<file path="src/rtl/rst_seq_pkg.sv">
package rst_seq_pkg;

  typedef enum logic [1:0] {
    SQ_HOLD  = 2'd0,
    SQ_DELAY = 2'd1,
    SQ_RUN   = 2'd2
  } seq_state_t;

  function automatic int unsigned cnt_width(input int unsigned limit);
    return (limit < 2) ? 1 : $clog2(limit);
  endfunction

endpackage

</file>
<file path="src/rtl/rsq_tick_div.sv">
module rsq_tick_div #(
  parameter int unsigned CLK_PER_TICK = 40000
) (
  input  logic clk,
  input  logic rst_n,
  output logic tick
);
  import rst_seq_pkg::*;

  localparam int unsigned CW = cnt_width(CLK_PER_TICK);
  localparam logic [CW-1:0] LAST = CW'(CLK_PER_TICK - 1);

  logic [CW-1:0] phase;

  always_ff @(posedge clk or negedge rst_n) begin
    if (!rst_n) begin
      phase <= '0;
    end else if (phase == LAST) begin
      phase <= '0;
    end else begin
      phase <= phase + CW'(1);
    end
  end

  assign tick = (phase == LAST);

endmodule

</file>
<file path="src/rtl/rsq_sync.sv">
module rsq_sync #(
  parameter int unsigned W      = 2,
  parameter int unsigned STAGES = 2
) (
  input  logic         clk,
  input  logic         rst_n,
  input  logic [W-1:0] d,
  output logic [W-1:0] q
);

  logic [W-1:0] pipe [STAGES];

  for (genvar s = 0; s < STAGES; s++) begin : g_stage
    if (s == 0) begin : g_first
      always_ff @(posedge clk or negedge rst_n) begin
        if (!rst_n) pipe[0] <= '0;
        else        pipe[0] <= d;
      end
    end else begin : g_next
      always_ff @(posedge clk or negedge rst_n) begin
        if (!rst_n) pipe[s] <= '0;
        else        pipe[s] <= pipe[s-1];
      end
    end
  end

  assign q = pipe[STAGES-1];

endmodule

</file>
<file path="src/rtl/rsq_debounce.sv">
module rsq_debounce #(
  parameter int unsigned DEB_TICKS = 2
) (
  input  logic clk,
  input  logic rst_n,
  input  logic tick,
  input  logic lvl_s,
  output logic press
);

  localparam int unsigned EFF = (DEB_TICKS < 2) ? 2 : DEB_TICKS;
  localparam int unsigned DW  = $clog2(EFF + 1);
  localparam logic [DW-1:0] LAST = DW'(EFF - 1);

  logic          lvl_db;
  logic [DW-1:0] agree_cnt;

  always_ff @(posedge clk or negedge rst_n) begin
    if (!rst_n) begin
      lvl_db    <= 1'b0;
      agree_cnt <= '0;
      press     <= 1'b0;
    end else begin
      press <= 1'b0;
      if (lvl_s == lvl_db) begin
        agree_cnt <= '0;
      end else if (tick) begin
        if (agree_cnt == LAST) begin
          lvl_db    <= lvl_s;
          agree_cnt <= '0;
          press     <= lvl_s;
        end else begin
          agree_cnt <= agree_cnt + DW'(1);
        end
      end
    end
  end

endmodule

</file>
<file path="src/rtl/rsq_ctrl.sv">
module rsq_ctrl #(
  parameter int unsigned DELAY_TICKS = 100,
  parameter int unsigned SW_W        = 8,
  parameter int unsigned SEL_W       = 5
) (
  input  logic             clk,
  input  logic             rst_n,
  input  logic             tick,
  input  logic             remote_s,
  input  logic             press,
  input  logic [SW_W-1:0]  mode_sw,
  input  logic [SEL_W-1:0] intg_sel,
  output logic             tg_rst_n,
  output logic             load_start,
  output logic [SW_W-1:0]  mode_q,
  output logic [SEL_W-1:0] intg_q
);
  import rst_seq_pkg::*;

  localparam int unsigned DW = $clog2(DELAY_TICKS + 1);
  localparam logic [DW-1:0] LAST = DW'(DELAY_TICKS - 1);

  seq_state_t    state, state_nx;
  logic [DW-1:0] wait_cnt, wait_cnt_nx;
  logic          fire;

  always_comb begin
    state_nx    = state;
    wait_cnt_nx = wait_cnt;
    fire        = 1'b0;
    if (remote_s) begin
      state_nx    = SQ_HOLD;
      wait_cnt_nx = '0;
    end else if (state == SQ_HOLD || press) begin
      state_nx    = SQ_DELAY;
      wait_cnt_nx = '0;
    end else if (state == SQ_DELAY && tick) begin
      if (wait_cnt == LAST) begin
        state_nx    = SQ_RUN;
        wait_cnt_nx = '0;
        fire        = 1'b1;
      end else begin
        wait_cnt_nx = wait_cnt + DW'(1);
      end
    end
  end

  always_ff @(posedge clk or negedge rst_n) begin
    if (!rst_n) begin
      state      <= SQ_DELAY;
      wait_cnt   <= '0;
      tg_rst_n   <= 1'b0;
      load_start <= 1'b0;
      mode_q     <= '0;
      intg_q     <= '0;
    end else begin
      state      <= state_nx;
      wait_cnt   <= wait_cnt_nx;
      tg_rst_n   <= !remote_s;
      load_start <= fire;
      if (fire) begin
        mode_q <= mode_sw;
        intg_q <= intg_sel;
      end
    end
  end

endmodule

</file>
<file path="src/rtl/rst_seq.sv">
module rst_seq #(
  parameter int unsigned CLK_PER_TICK = 40000,
  parameter int unsigned DELAY_TICKS  = 100,
  parameter int unsigned DEB_TICKS    = 2,
  parameter int unsigned SW_W         = 8,
  parameter int unsigned SEL_W        = 5
) (
  input  logic             clk,
  input  logic             por_n,
  input  logic             board_btn,
  input  logic             remote_rst,
  input  logic [SW_W-1:0]  mode_sw,
  input  logic [SEL_W-1:0] intg_sel,
  output logic             tg_rst_n,
  output logic [SW_W-1:0]  mode_q,
  output logic [SEL_W-1:0] intg_q,
  output logic             load_start,
  output logic             ms_tick
);

  localparam int unsigned SYNC_STAGES = 2;

  logic [1:0] raw_in, sync_out;
  logic       btn_s, remote_s, press;

  assign raw_in   = {board_btn, remote_rst};
  assign btn_s    = sync_out[1];
  assign remote_s = sync_out[0];

  rsq_tick_div #(.CLK_PER_TICK(CLK_PER_TICK)) u_div (
    .clk   (clk),
    .rst_n (por_n),
    .tick  (ms_tick)
  );

  rsq_sync #(.W(2), .STAGES(SYNC_STAGES)) u_sync (
    .clk   (clk),
    .rst_n (por_n),
    .d     (raw_in),
    .q     (sync_out)
  );

  rsq_debounce #(.DEB_TICKS(DEB_TICKS)) u_deb (
    .clk   (clk),
    .rst_n (por_n),
    .tick  (ms_tick),
    .lvl_s (btn_s),
    .press (press)
  );

  rsq_ctrl #(
    .DELAY_TICKS (DELAY_TICKS),
    .SW_W        (SW_W),
    .SEL_W       (SEL_W)
  ) u_ctrl (
    .clk        (clk),
    .rst_n      (por_n),
    .tick       (ms_tick),
    .remote_s   (remote_s),
    .press      (press),
    .mode_sw    (mode_sw),
    .intg_sel   (intg_sel),
    .tg_rst_n   (tg_rst_n),
    .load_start (load_start),
    .mode_q     (mode_q),
    .intg_q     (intg_q)
  );

endmodule

</file>
<file path="config.mk">
export PLATFORM = sky130hd
export DESIGN_NAME = rst_seq
export DESIGN_NICKNAME = d
export VERILOG_FILES = /design/src/rtl/rst_seq_pkg.sv /design/src/rtl/rsq_tick_div.sv /design/src/rtl/rsq_sync.sv /design/src/rtl/rsq_debounce.sv /design/src/rtl/rsq_ctrl.sv /design/src/rtl/rst_seq.sv
export SDC_FILE = /design/constraint.sdc
export NUM_CORES = 1
export LEC_CHECK = 0
export BUFFER_PORTS_ARGS = -buffer_cell sky130_fd_sc_hd__buf_2
export CAP_MARGIN = 40
export CORE_MARGIN = 8
export CORE_UTILIZATION = 29
export CTS_CLUSTER_SIZE = 24
export DETAILED_ROUTE_END_ITERATION = 16
export PLACE_DENSITY_LB_ADDON = 0.15
export SYNTH_ARGS = -nofsm -noshare
export SYNTH_HDL_FRONTEND = slang
export SYNTH_SLANG_ARGS = --single-unit
</file>
<file path="constraint.sdc">
create_clock -name clk -period 3.38 [get_ports clk]
set_input_delay 0.169 -clock clk [delete_from_list [all_inputs] [get_ports clk]]
set_output_delay 0.169 -clock clk [all_outputs]
set_load 0.01 [all_outputs]
</file>
Word-level counts from Yosys, hierarchy flattened
Cells that the tools add are included.
- add/subtract/negate cells: 3
- multiply operators: 0
- div/mod/pow operators: 0
- order comparisons: 0
- equality and inequality tests: 5
- shift operators: 0
- multiplexer cells: 19
- bitwise operators: 1
- reduce and logical (&&, ||, !) cells: 9
- operator list (operator ; number):
    two-way mux 7 bit ; 4
    adder 16 x 1 -> 16 bit, second input constant ; 1
    equality test 16 bit, second input constant ; 1
    two-way mux 16 bit ; 1
    two-way mux 2 bit ; 7
    adder 7 x 1 -> 7 bit, second input constant ; 1
    equality test 7 bit, second input constant ; 1
    two-way mux 1 bit ; 7
    nonzero test 3 bit ; 2
    equality test 2 x 1 -> 1 bit, second input constant ; 2
    AND reduction 3 bit ; 1
    adder 2 x 1 -> 2 bit, second input constant ; 1
    zero test 2 bit ; 1
    AND reduction 2 bit ; 1
    nonzero test 2 bit ; 1
    equality test 1 bit ; 1
    logical AND 1 bit ; 1
    zero test 1 bit ; 1
    logical OR 1 bit ; 1
    inverter 1 bit ; 1
- register bits after elaboration: 48
- latch bits: 0
- bits in writable memories: 0
- memory bits (read-only): 0
- input port bits: 17
- output and inout bits: 16
- memories: 0

Longest topological paths before layout
Gate-level depths: netlist of run 1.
- depth in word-level cells: 5
- depth in mapped cells: 7

Cells and area by module
From an unflattened synthesis of run 1, not the netlist that was laid out.
- cells, all modules: 167
- area, all modules: 2129.5 µm²
- by module, submodules not included (module ; times used ; cells an instance ; area each (µm²)):
    rsq_ctrl ; 1 ; 80 ; 1107.3
    rsq_tick_div ; 1 ; 69 ; 743.2
    rsq_debounce ; 1 ; 12 ; 163.9
    rsq_sync ; 1 ; 6 ; 115.1

Least setup slack after synthesis of run 1
No wires, ideal clock.
- path kind: register to register
- from: reg u_div.phase[0]
- to: reg u_ctrl.intg_q[0]
- library setup time: 0.125 ns
- arrival time: 2.305 ns
- setup slack: 0.950 ns
- cell stages (with the launch flop): 8
- cell sequence: dfrtp_1 ha_1 nand2_1 or4_1 buf_6 nor4_4 buf_8 mux2_4
- word-level cells in the longest chain between the ends: 5
- RTL lines (item ; line ; source):
    start, declared ; rsq_tick_div.sv:13 ; logic [CW-1:0] phase;
    start signal, assigned ; rsq_tick_div.sv:21 ; phase <= phase + CW'(1);
    equality test 16 bit ; rsq_tick_div.sv:25 ; assign tick = (phase == LAST);
    logical AND 1 bit ; rsq_ctrl.sv:37 ; end else if (state == SQ_DELAY && tick) begin
    two-way mux 1 bit ; rsq_ctrl.sv:37 ;
    two-way mux 1 bit ; rsq_ctrl.sv:34 ; end else if (state == SQ_HOLD || press) begin
    two-way mux 1 bit ; rsq_ctrl.sv:31 ; if (remote_s) begin
    net u_ctrl.fire ; rsq_ctrl.sv:25 ; logic fire;
    end signal, assigned ; rsq_ctrl.sv:63 ; intg_q <= intg_sel;
    end, declared ; rsq_ctrl.sv:16 ; output logic [SEL_W-1:0] intg_q
The timed path passes the listed nets, and every way through them passes these cells.
A chain may end at the register's enable or synchronous reset.

Worst setup path after layout of run 1
- from: reg u_div.phase[0]
- to: out ms_tick
- word-level cells in the longest chain between the ends: 1
- RTL lines (item ; line ; source):
    equality test 16 bit ; rsq_tick_div.sv:25 ;
    end, declared ; rst_seq.sv:18 ; output logic ms_tick
Every way passes these cells.

==> impl_metrics.py, run 1 <==
metrics = {
    "critical_path": {
        "endpoint_kind": "primary output",
        "worstPathRequired_ns": 3.21,
        "cp_num_buf_inv": 1,
        "cp-start-kind": "flip-flop",
        "crit_path_cell_trace": "ha_1 -> nand2_1 -> or4_1 -> nor2_1 -> buf_2",
        "worstSetupPathType": "reg -> out",
        "cp_top_family": "simple AND/OR/NAND/NOR gates",
        "crit_arrival_ns": 2.55,
        "rr_worst_depth": 6,
        "path_depth": 5,
        "slowest_delay_ns": 0.72,
        "crit_slowest_cell": "or4_1",
        "cp_max_fo": 10,
    },
    "yosys": {
        "yosysMostFrequentCell": "dfrtp_1",
        "synth.largest_area_cell": "dfrtp_1",
        "netlist_instances": 175,
        "synth.avg_cell_area_um2": 12.2,
        "synth-edff-count": 0,
        "ys_seq_elements": 48,
        "synth_area_mm2": 0.00213,
        "synth_top_cell_area_share_pct": 55.1,
        "synth_top_flop_cell": "dfrtp_1",
        "yosys_warnings": 0,
        "seq_area_frac_synth_pct": 56.4,
        "synth_nets": 194,
        "synth.area.top_cells": "dfrtp_1 55%, mux2_4 5.6%, mux2_2 3.2%",
        "async_flop_share_pct": 100,
        "synth_common_cells": "47 x dfrtp_1, 16 x nor2_1, 11 x nand3_1, 8 x mux2_4",
        "synth_cell_types": 44,
    },
    "timing": {
        "period_share_pct": 80.3,
        "fin_hold_ws_ns": 0.0895,
        "grt_setup_unrepaired": "false",
        "worst_pin_slew_ns": 0.901,
        "setup_viol": 0,
        "fmax_mhz": 368,
        "slew_headroom_pct": 39.4,
        "clock-skew-final_ns": 0.00704,
        "fin_crit_ns": 2.72,
        "finalHoldViolations": 0,
        "setup_ws_ns": 0.665,
        "finalSetupTns_ns": 0,
        "slew_viol_final": 0,
    },
    "layout": {
        "design_area_mm2": 0.00258,
        "areaGrowthSynthToFinish_pct": 20.8,
        "n_antenna_cell": 0,
        "finalNetCount": 237,
        "final_layout_size_suffix_gt1_share_pct": 31.1,
        "n_fill_cell": 725,
        "fin_cells": 318,
    },
    "global_routing": {
        "gr-usage-all-layers_pct": 9.36,
        "first_global_vias": 1476,
        "grt_pass1_wl_mm": 7.43,
        "overflow": 0,
        "antenna_found_initial": 0,
        "grt_max_degree": 35,
    },
    "clock_tree": {
        "cts_tree": "done",
        "htreeDepth": 2,
        "cts-resized-gates": 0,
        "root_buffer": "clkbuf_8",
        "clk_latency_ns": 0.30,
        "clockBufferDepth": 2,
        "post_cts_buffers": 0,
        "cts_made_buffers": 5,
        "hold_buffers": 3,
        "cts.sinks": 48,
        "clkTransAtPathRegs_ns": 0.09,
    },
    "drt": {
        "drt_drc_violations_left": 0,
        "num_vias": 1439,
        "drtAntennaViolNets": 0,
        "first_pass_iters": 4,
        "wl_mm": 4.29,
        "via_per_inst": 4.53,
        "wire_per_inst_um": 13.5,
        "drt_iter0_markers": 37,
    },
    "floorplanning": {
        "start_util_pct": 29.7,
        "die_w_um": 102,
        "num_rows": 31,
        "core_mm2": 0.00718,
        "die_area_mm2": 0.0104,
        "die_h_um": 102,
        "io_pins": 33,
    },
    "placement": {
        "place_area_mm2": 0.00243,
        "dpl.hpwl_mm": 3.10,
        "port_buffers": 32,
        "gp_congestion": 0.759,
        "placed_cells": 307,
        "post-place-ws_ns": 0.748,
    },
    "power": {
        "power_density_mw_per_mm2": 402,
        "ir_drop_v": 0.000197,
        "p_leak_nw": 1.18,
    },
    "outcome": {
        "status": "finished clean",
    },
    "hold_path": {
        "hold_depth": 2,
        "hp-class": "in -> reg",
    },
    "job": {
        "cap_violations": 0,
    },
}
area by class of cell:
cell class / instances / area, um2 / area share, %
clock buffers: 5 / 68.8 / 2.67
well taps: 99 / 124 / 4.81
multi-input cells: 117 / 875 / 33.9
repair buffers: 39 / 233 / 9.03
flip-flops and latches: 48 / 1200 / 46.7
inverters: 7 / 26.3 / 1.02
clock inverters: 3 / 47.5 / 1.85
per-layer routing:
metal / global-route usage [%] / part of all wire [%] / vias up / wire length, um
met3: 2.96 / 2.1 / 6 / 92
li1: - / - / 724 / -
met1: 11.8 / 50 / 698 / 2130
met5: 0 / 0 / - / 0
met4: 4.47 / 1.9 / 0 / 81
met2: 14.1 / 46 / 11 / 1990
worst paths after layout:
kind	end	slack [ns]	start
setup / recovery	ms_tick	0.66	u_div.phase[0]
hold / removal	u_ctrl.intg_q[4]	0.09	intg_sel[4]
setup reg to reg	u_ctrl.mode_q[3]	0.77	u_div.phase[0]
hold reg to reg	u_sync.q[1]	0.36	u_sync.pipe[3]
max in group asynchronous	u_ctrl.state[0]	2.50	por_n
min in group asynchronous	u_ctrl.wait_cnt[3]	0.36	por_n
power breakdown:
group	internal, mW	total (mW)	switching, mW
Combinational	0.0155	0.0373	0.0219
Sequential	0.578	0.580	0.00201
Clock	0.223	0.418	0.195
placed cells by master, fill, tap and decap left out, drive strengths merged, types with 4 or more instances in the layout:
cell / instances
nand3: 11
o21ai: 4
a21oi: 4
xor2: 6
nor4: 6
mux2: 14
nand2: 6
inv: 7
nor2: 16
nand4: 4
xnor2: 7
clkbuf: 5
buf: 36
dfrtp: 47
sequential cells by signal, summed over array words and instances, names as in the netlist:
signal	count
u_ctrl.intg_q	5
u_ctrl.load_start	1
u_ctrl.mode_q	8
u_ctrl.state	2
u_ctrl.tg_rst_n	1
u_ctrl.wait_cnt	7
u_deb.agree_cnt	2
u_deb.lvl_db	1
u_deb.press	1
u_div.phase	16
u_sync.pipe	2
u_sync.q	2
cell families (layout without fill, tap and decap cells):
family          count (synthesis)  in the layout  share of synthesized area [%]
simple gates                   63             63                           17.0
mux                            14             14                           8.80
compound gates                 25             25                           8.74
fa+ha+maj                       2              2                           1.17
flops                          48             48                           56.4
buf+inv                        10             54                           2.64
xor+xnor                       13             13                           5.34
per-stage QoR:
stage / power (mW) / utilization (%)
2_1_floorplan: 0.600 / -
3_3_place_gp: 0.625 / 33.6
3_5_place_dp: 0.627 / 33.9
4_1_cts: 1.06 / 35.9
5_1_grt: 1.09 / 35.9
6_report: 1.04 / 35.9
Power figures use the tool's default switching activity.
==> run 2, diff against run 1 <==
==> constraint.sdc (replaced) <==
create_clock -name clk -period 2.85 [get_ports clk]
set_input_delay 0.1425 -clock clk [delete_from_list [all_inputs] [get_ports clk]]
set_output_delay 0.1425 -clock clk [all_outputs]
set_load 0.01 [all_outputs]
==> impl_metrics.py, run 2 (synthesis results as in run 1) <==
metrics = {
    "clock_tree": {
        "post_cts_buffers": 0,
        "htreeDepth": 2,
        "cts.sinks": 48,
        "clkTransAtPathRegs_ns": 0.09,
        "cts_tree": "done",
        "cts-resized-gates": 0,
        "clk_latency_ns": 0.30,
        "clockBufferDepth": 2,
        "root_buffer": "clkbuf_8",
        "cts_made_buffers": 5,
        "hold_buffers": 3,
    },
    "timing": {
        "worst_pin_slew_ns": 0.541,
        "fmax_mhz": 393,
        "slew_headroom_pct": 63.9,
        "fin_crit_ns": 2.55,
        "finalSetupTns_ns": 0,
        "grt_setup_unrepaired": "false",
        "period_share_pct": 89.3,
        "finalHoldViolations": 0,
        "slew_viol_final": 0,
        "setup_viol": 0,
        "clock-skew-final_ns": 0.00820,
    },
    "drt": {
        "drt_drc_violations_left": 0,
        "wl_mm": 4.48,
        "drt_iter0_markers": 59,
        "num_vias": 1487,
        "via_per_inst": 4.66,
        "first_pass_iters": 4,
        "drtAntennaViolNets": 0,
        "wire_per_inst_um": 14.1,
    },
    "global_routing": {
        "grt_max_degree": 26,
        "overflow": 0,
        "grt_pass1_wl_mm": 7.68,
        "gr-usage-all-layers_pct": 9.37,
        "antenna_found_initial": 0,
        "first_global_vias": 1526,
    },
    "layout": {
        "final_layout_size_suffix_gt1_share_pct": 30.9,
        "areaGrowthSynthToFinish_pct": 21.3,
        "largest_reg_flops": 16,
        "finalNetCount": 238,
        "top_regs": "u_div.phase: 16 flops, u_ctrl.mode_q: 8 flops, u_ctrl.wait_cnt: 7 flops",
        "n_antenna_cell": 0,
        "final_util_pct": 36.1,
        "layout_common_cells": "47 x dfrtp_1, 32 x buf_2, 16 x nor2_1",
        "regMostFlops": "u_div.phase",
        "final_common_cell": "dfrtp_1",
    },
    "critical_path": {
        "crit_path_cell_trace": "ha_1 -> nand2_1 -> or4_1 -> buf_4 -> nor2_1 -> buf_4 -> buf_2",
        "crit_arrival_ns": 2.40,
        "cp-start-kind": "flip-flop",
        "regToRegEndpoint": "u_ctrl.mode_q[0]",
        "rr_worst_depth": 6,
        "cp_top_family": "simple AND/OR/NAND/NOR gates",
        "endpoint_kind": "primary output",
        "timing.rr.start": "u_div.phase[0]",
        "critical_path.most_common_cell": "buf_4",
        "crit_slowest_cell": "or4_1",
        "slowest_delay_ns": 0.59,
        "reg2reg_slack_ns": 0.38,
        "worstSetupPathType": "reg -> out",
        "cp_max_fo": 11,
        "cp_num_buf_inv": 3,
        "worstPathRequired_ns": 2.71,
    },
    "floorplanning": {
        "die_w_um": 102,
        "die_area_mm2": 0.0104,
        "start_util_pct": 29.7,
        "num_rows": 31,
        "die_h_um": 102,
        "io_pins": 33,
        "core_mm2": 0.00718,
    },
    "power": {
        "ir_drop_v": 0.000231,
        "p_leak_nw": 1.19,
        "power_density_mw_per_mm2": 505,
    },
    "hold_path": {
        "min_to": "u_ctrl.mode_q[2]",
        "hp-start": "mode_sw[2]",
        "hp-class": "in -> reg",
        "hold_depth": 2,
    },
    "outcome": {
        "status": "finished clean",
    },
    "placement": {
        "gp_congestion": 0.784,
        "dpl.hpwl_mm": 3.18,
        "port_buffers": 32,
    },
    "job": {
        "cap_violations": 0,
    },
}
[run 2: cell count changes in the layout (fill, tap and decap cells not counted), sizes merged]
cell    delta
clkinv     -2
buf        +1
bufinv     +1
clkbuf     +1
[run 2: layer usage]
metal  GRT usage [%]  part of all wire (%)
met5               0                     0
met4            4.58                   1.5
met3            2.34                   2.4
met2            14.3                    48
met1            12.1                    48
[run 2: cell type report]
cell class	instances	area, um2
flip-flops and latches	48	1200
clock buffers	6	72.6
repair buffers	40	228
well taps	99	124
clock inverters	2	60.1
fillers	724	4590
multi-input cells	117	875
inverters	7	26.3
[run 2: how the worst max path moves through the flow]
stage,slack (ns),to,cells after the start,startpoint
floorplan,0.42,u_ctrl.intg_q[0],7,u_div.phase[0]
global placement,0.41,u_ctrl.mode_q[1],6,u_div.phase[0]
detailed placement,0.37,u_ctrl.mode_q[1],6,u_div.phase[0]
CTS,0.26,ms_tick,7,u_div.phase[0]
global route,0.12,ms_tick,7,u_div.phase[0]
finish,0.30,ms_tick,7,u_div.phase[0]
[run 2: per-stage QoR]
| step | std cells | hold WS, ns | setup WS, ns | instance area (um2) | power [mW] |
|---|---|---|---|---|---|
| after CTS | 319 | 0.0570 | 0.260 | 2590 | 1.33 |
| after global placement | 308 | 0.164 | 0.414 | 2420 | 0.741 |
| after detailed placement | 308 | 0.169 | 0.369 | 2420 | 0.741 |
| final | 319 | 0.0688 | 0.304 | 2590 | 1.31 |
| after floorplan | 175 | -0.153 | 0.420 | 2130 | 0.711 |
| after global routing | 319 | 0.0563 | 0.120 | 2590 | 1.36 |
[run 2: power breakdown]
part	total, mW	switching, mW	internal [mW]
combinational	0.0410	0.0255	0.0155
sequential	0.688	0.00242	0.685
clock	0.579	0.228	0.351
total	1.31	0.256	1.05
==> run 3, diff against run 2 <==
--- a/config.mk
+++ b/config.mk
@@ -11,6 +11,7 @@
 export CORE_UTILIZATION = 29
 export CTS_CLUSTER_SIZE = 24
 export DETAILED_ROUTE_END_ITERATION = 16
+export MAX_ROUTING_LAYER = met4
 export PLACE_DENSITY_LB_ADDON = 0.15
 export SYNTH_ARGS = -nofsm -noshare
 export SYNTH_HDL_FRONTEND = slang
==> constraint.sdc (replaced) <==
create_clock -name clk -period 2.7 [get_ports clk]
set_input_delay 0.135 -clock clk [delete_from_list [all_inputs] [get_ports clk]]
set_output_delay 0.135 -clock clk [all_outputs]
set_load 0.01 [all_outputs]
==> impl_metrics.py, run 3 (synthesis results as in run 1) <==
metrics = {
    "drt": {
        "via_per_inst": 4.57,
        "drtAntennaViolNets": 0,
        "drt_iter0_markers": 31,
        "wl_mm": 4.26,
        "drt_drc_violations_left": 0,
        "num_vias": 1467,
        "wire_per_inst_um": 13.3,
        "first_pass_iters": 4,
    },
    "clock_tree": {
        "cts_made_buffers": 5,
        "clk_latency_ns": 0.30,
        "root_buffer": "clkbuf_8",
        "post_cts_buffers": 0,
        "htreeDepth": 2,
        "clkTransAtPathRegs_ns": 0.09,
        "cts.sinks": 48,
        "clockBufferDepth": 2,
        "cts_tree": "done",
    },
    "floorplanning": {
        "die_h_um": 102,
        "start_util_pct": 29.7,
        "die_w_um": 102,
        "die_area_mm2": 0.0104,
        "io_pins": 33,
        "core_mm2": 0.00718,
        "num_rows": 31,
    },
    "timing": {
        "setup_ws_ns": 0.213,
        "slew_headroom_pct": 68.4,
        "clock-skew-final_ns": 0.00597,
        "slew_viol_final": 0,
        "worst_pin_slew_ns": 0.474,
        "grt_setup_unrepaired": "false",
        "finalSetupTns_ns": 0,
        "period_share_pct": 92.1,
        "setup_viol": 0,
        "fmax_mhz": 402,
        "finalHoldViolations": 0,
        "fin_crit_ns": 2.49,
    },
    "global_routing": {
        "antenna_found_initial": 0,
        "grt_pass1_wl_mm": 7.13,
        "grt_max_degree": 20,
        "first_global_vias": 1494,
        "overflow": 0,
        "gr-usage-all-layers_pct": 8.90,
    },
    "critical_path": {
        "endpoint_kind": "primary output",
        "crit_arrival_ns": 2.35,
        "worstSetupPathType": "reg -> out",
        "worstPathRequired_ns": 2.57,
        "cp_max_fo": 11,
        "cp-start-kind": "flip-flop",
    },
    "layout": {
        "final_layout_size_suffix_gt1_share_pct": 32.4,
        "largest_reg_flops": 16,
        "layout_common_cells": "46 x dfrtp_1, 32 x buf_2, 16 x nor2_1",
        "n_antenna_cell": 0,
        "regMostFlops": "u_div.phase",
        "n_fill_cell": 706,
        "fin_cells": 321,
        "final_common_cell": "dfrtp_1",
        "finalNetCount": 240,
        "areaGrowthSynthToFinish_pct": 23.0,
        "top_regs": "u_div.phase: 16 flops, u_ctrl.mode_q: 8 flops, u_ctrl.wait_cnt: 7 flops",
    },
    "power": {
        "p_int_mw": 1.05,
        "p_sw_mw": 0.271,
        "ir_drop_v": 0.000248,
        "switching_share_pct": 20.5,
        "p_seq_share_pct": 55.1,
        "p_leak_nw": 1.21,
        "p_clk_share_pct": 41.2,
        "combinationalPowerShare_pct": 3.7,
        "power_density_mw_per_mm2": 502,
    },
    "placement": {
        "placed_cells": 310,
        "dpl.hpwl_mm": 3.15,
        "post-place-ws_ns": 0.295,
        "gp_congestion": 0.761,
        "port_buffers": 32,
    },
    "hold_path": {
        "hp-class": "in -> reg",
    },
    "outcome": {
        "status": "finished clean",
    },
    "job": {
        "cap_violations": 0,
    },
}
## run 3: cell count changes in the layout (fill, tap and decap cells not counted)
cell       before  now
dfrtp_1        47   46
dfrtp_2         0    1
bufinv_16       2    1
clkbuf_8        5    6
clkbuf_1        1    0
buf_16          0    1
buf_12          0    1
clkinv_4        0    1
## run 3: critical path: stages (launching register included)
cell and delay [ns]:
dfrtp_1 0.41, ha_1 0.24, nand2_1 0.12, or4_1 0.59, buf_4 0.20, nor2_1 0.13
buf_4 0.21, buf_2 0.15
## run 3: final cells by class
| type | instances | area (um2) | area share, % |
|---|---|---|---|
| clock buffer | 6 | 82.6 | 3.15 |
| clock inverter | 2 | 38.8 | 1.48 |
| inverter | 7 | 26.3 | 1.00 |
| multi-input combinational | 117 | 875 | 33.3 |
| sequential | 48 | 1200 | 45.9 |
| tap | 99 | 124 | 4.72 |
| timing repair buffer | 42 | 275 | 10.5 |
## run 3: power by group through the flow
stage	sequential (mW)	clock (mW)	combinational, mW
after detailed placement	0.740	0	0.0477
after global routing	0.727	0.589	0.0560
after CTS	0.726	0.562	0.0509
after global placement	0.740	0	0.0431
final	0.726	0.543	0.0491
after floorplan	0.740	0	0.0103
## run 3: through the flow
stage | power (mW) | cell area [um2] | util (%) | hold WS [ns]
4_1_cts | 1.34 | 2620 | 36.6 | 0.0511
5_1_grt | 1.37 | 2630 | 36.6 | 0.0495
6_report | 1.32 | 2630 | 36.6 | 0.0614
2_1_floorplan | 0.751 | 2130 | - | -0.161
3_5_place_dp | 0.788 | 2470 | 34.5 | 0.126
3_3_place_gp | 0.783 | 2440 | 34.1 | 0.248
## run 3: worst paths after layout
kind	cells after the start	slack (ns)	end	from
worst min register to register	0	0.36	u_sync.q[0]	u_sync.pipe[2]
worst max register to register	6	0.33	u_ctrl.mode_q[2]	u_div.phase[1]
max in group asynchronous	4	1.75	u_sync.pipe[2]	por_n
min in group asynchronous	2	0.33	u_ctrl.wait_cnt[2]	por_n
worst min-delay path	2	0.06	u_ctrl.intg_q[4]	intg_sel[4]
worst max-delay path	7	0.21	ms_tick	u_div.phase[1]
## run 3: metal layers
| layer | GRT usage [%] | wire (um) | vias up |
|---|---|---|---|
| met5 | - | 0 | - |
| li1 | - | - | 730 |
| met3 | 2.13 | 77 | 6 |
| met1 | 10.9 | 2080 | 713 |
| met4 | 3.55 | 52 | 0 |
| met2 | 13.8 | 2050 | 18 |
## run 3: repair_timing
action | 4_1_cts | 5_1_grt
gates resized for setup | 0 | 1
hold buffers | 3 | 0
endpoints found under the hold margin | 18 | 0
endpoints found under the setup margin | 0 | 1
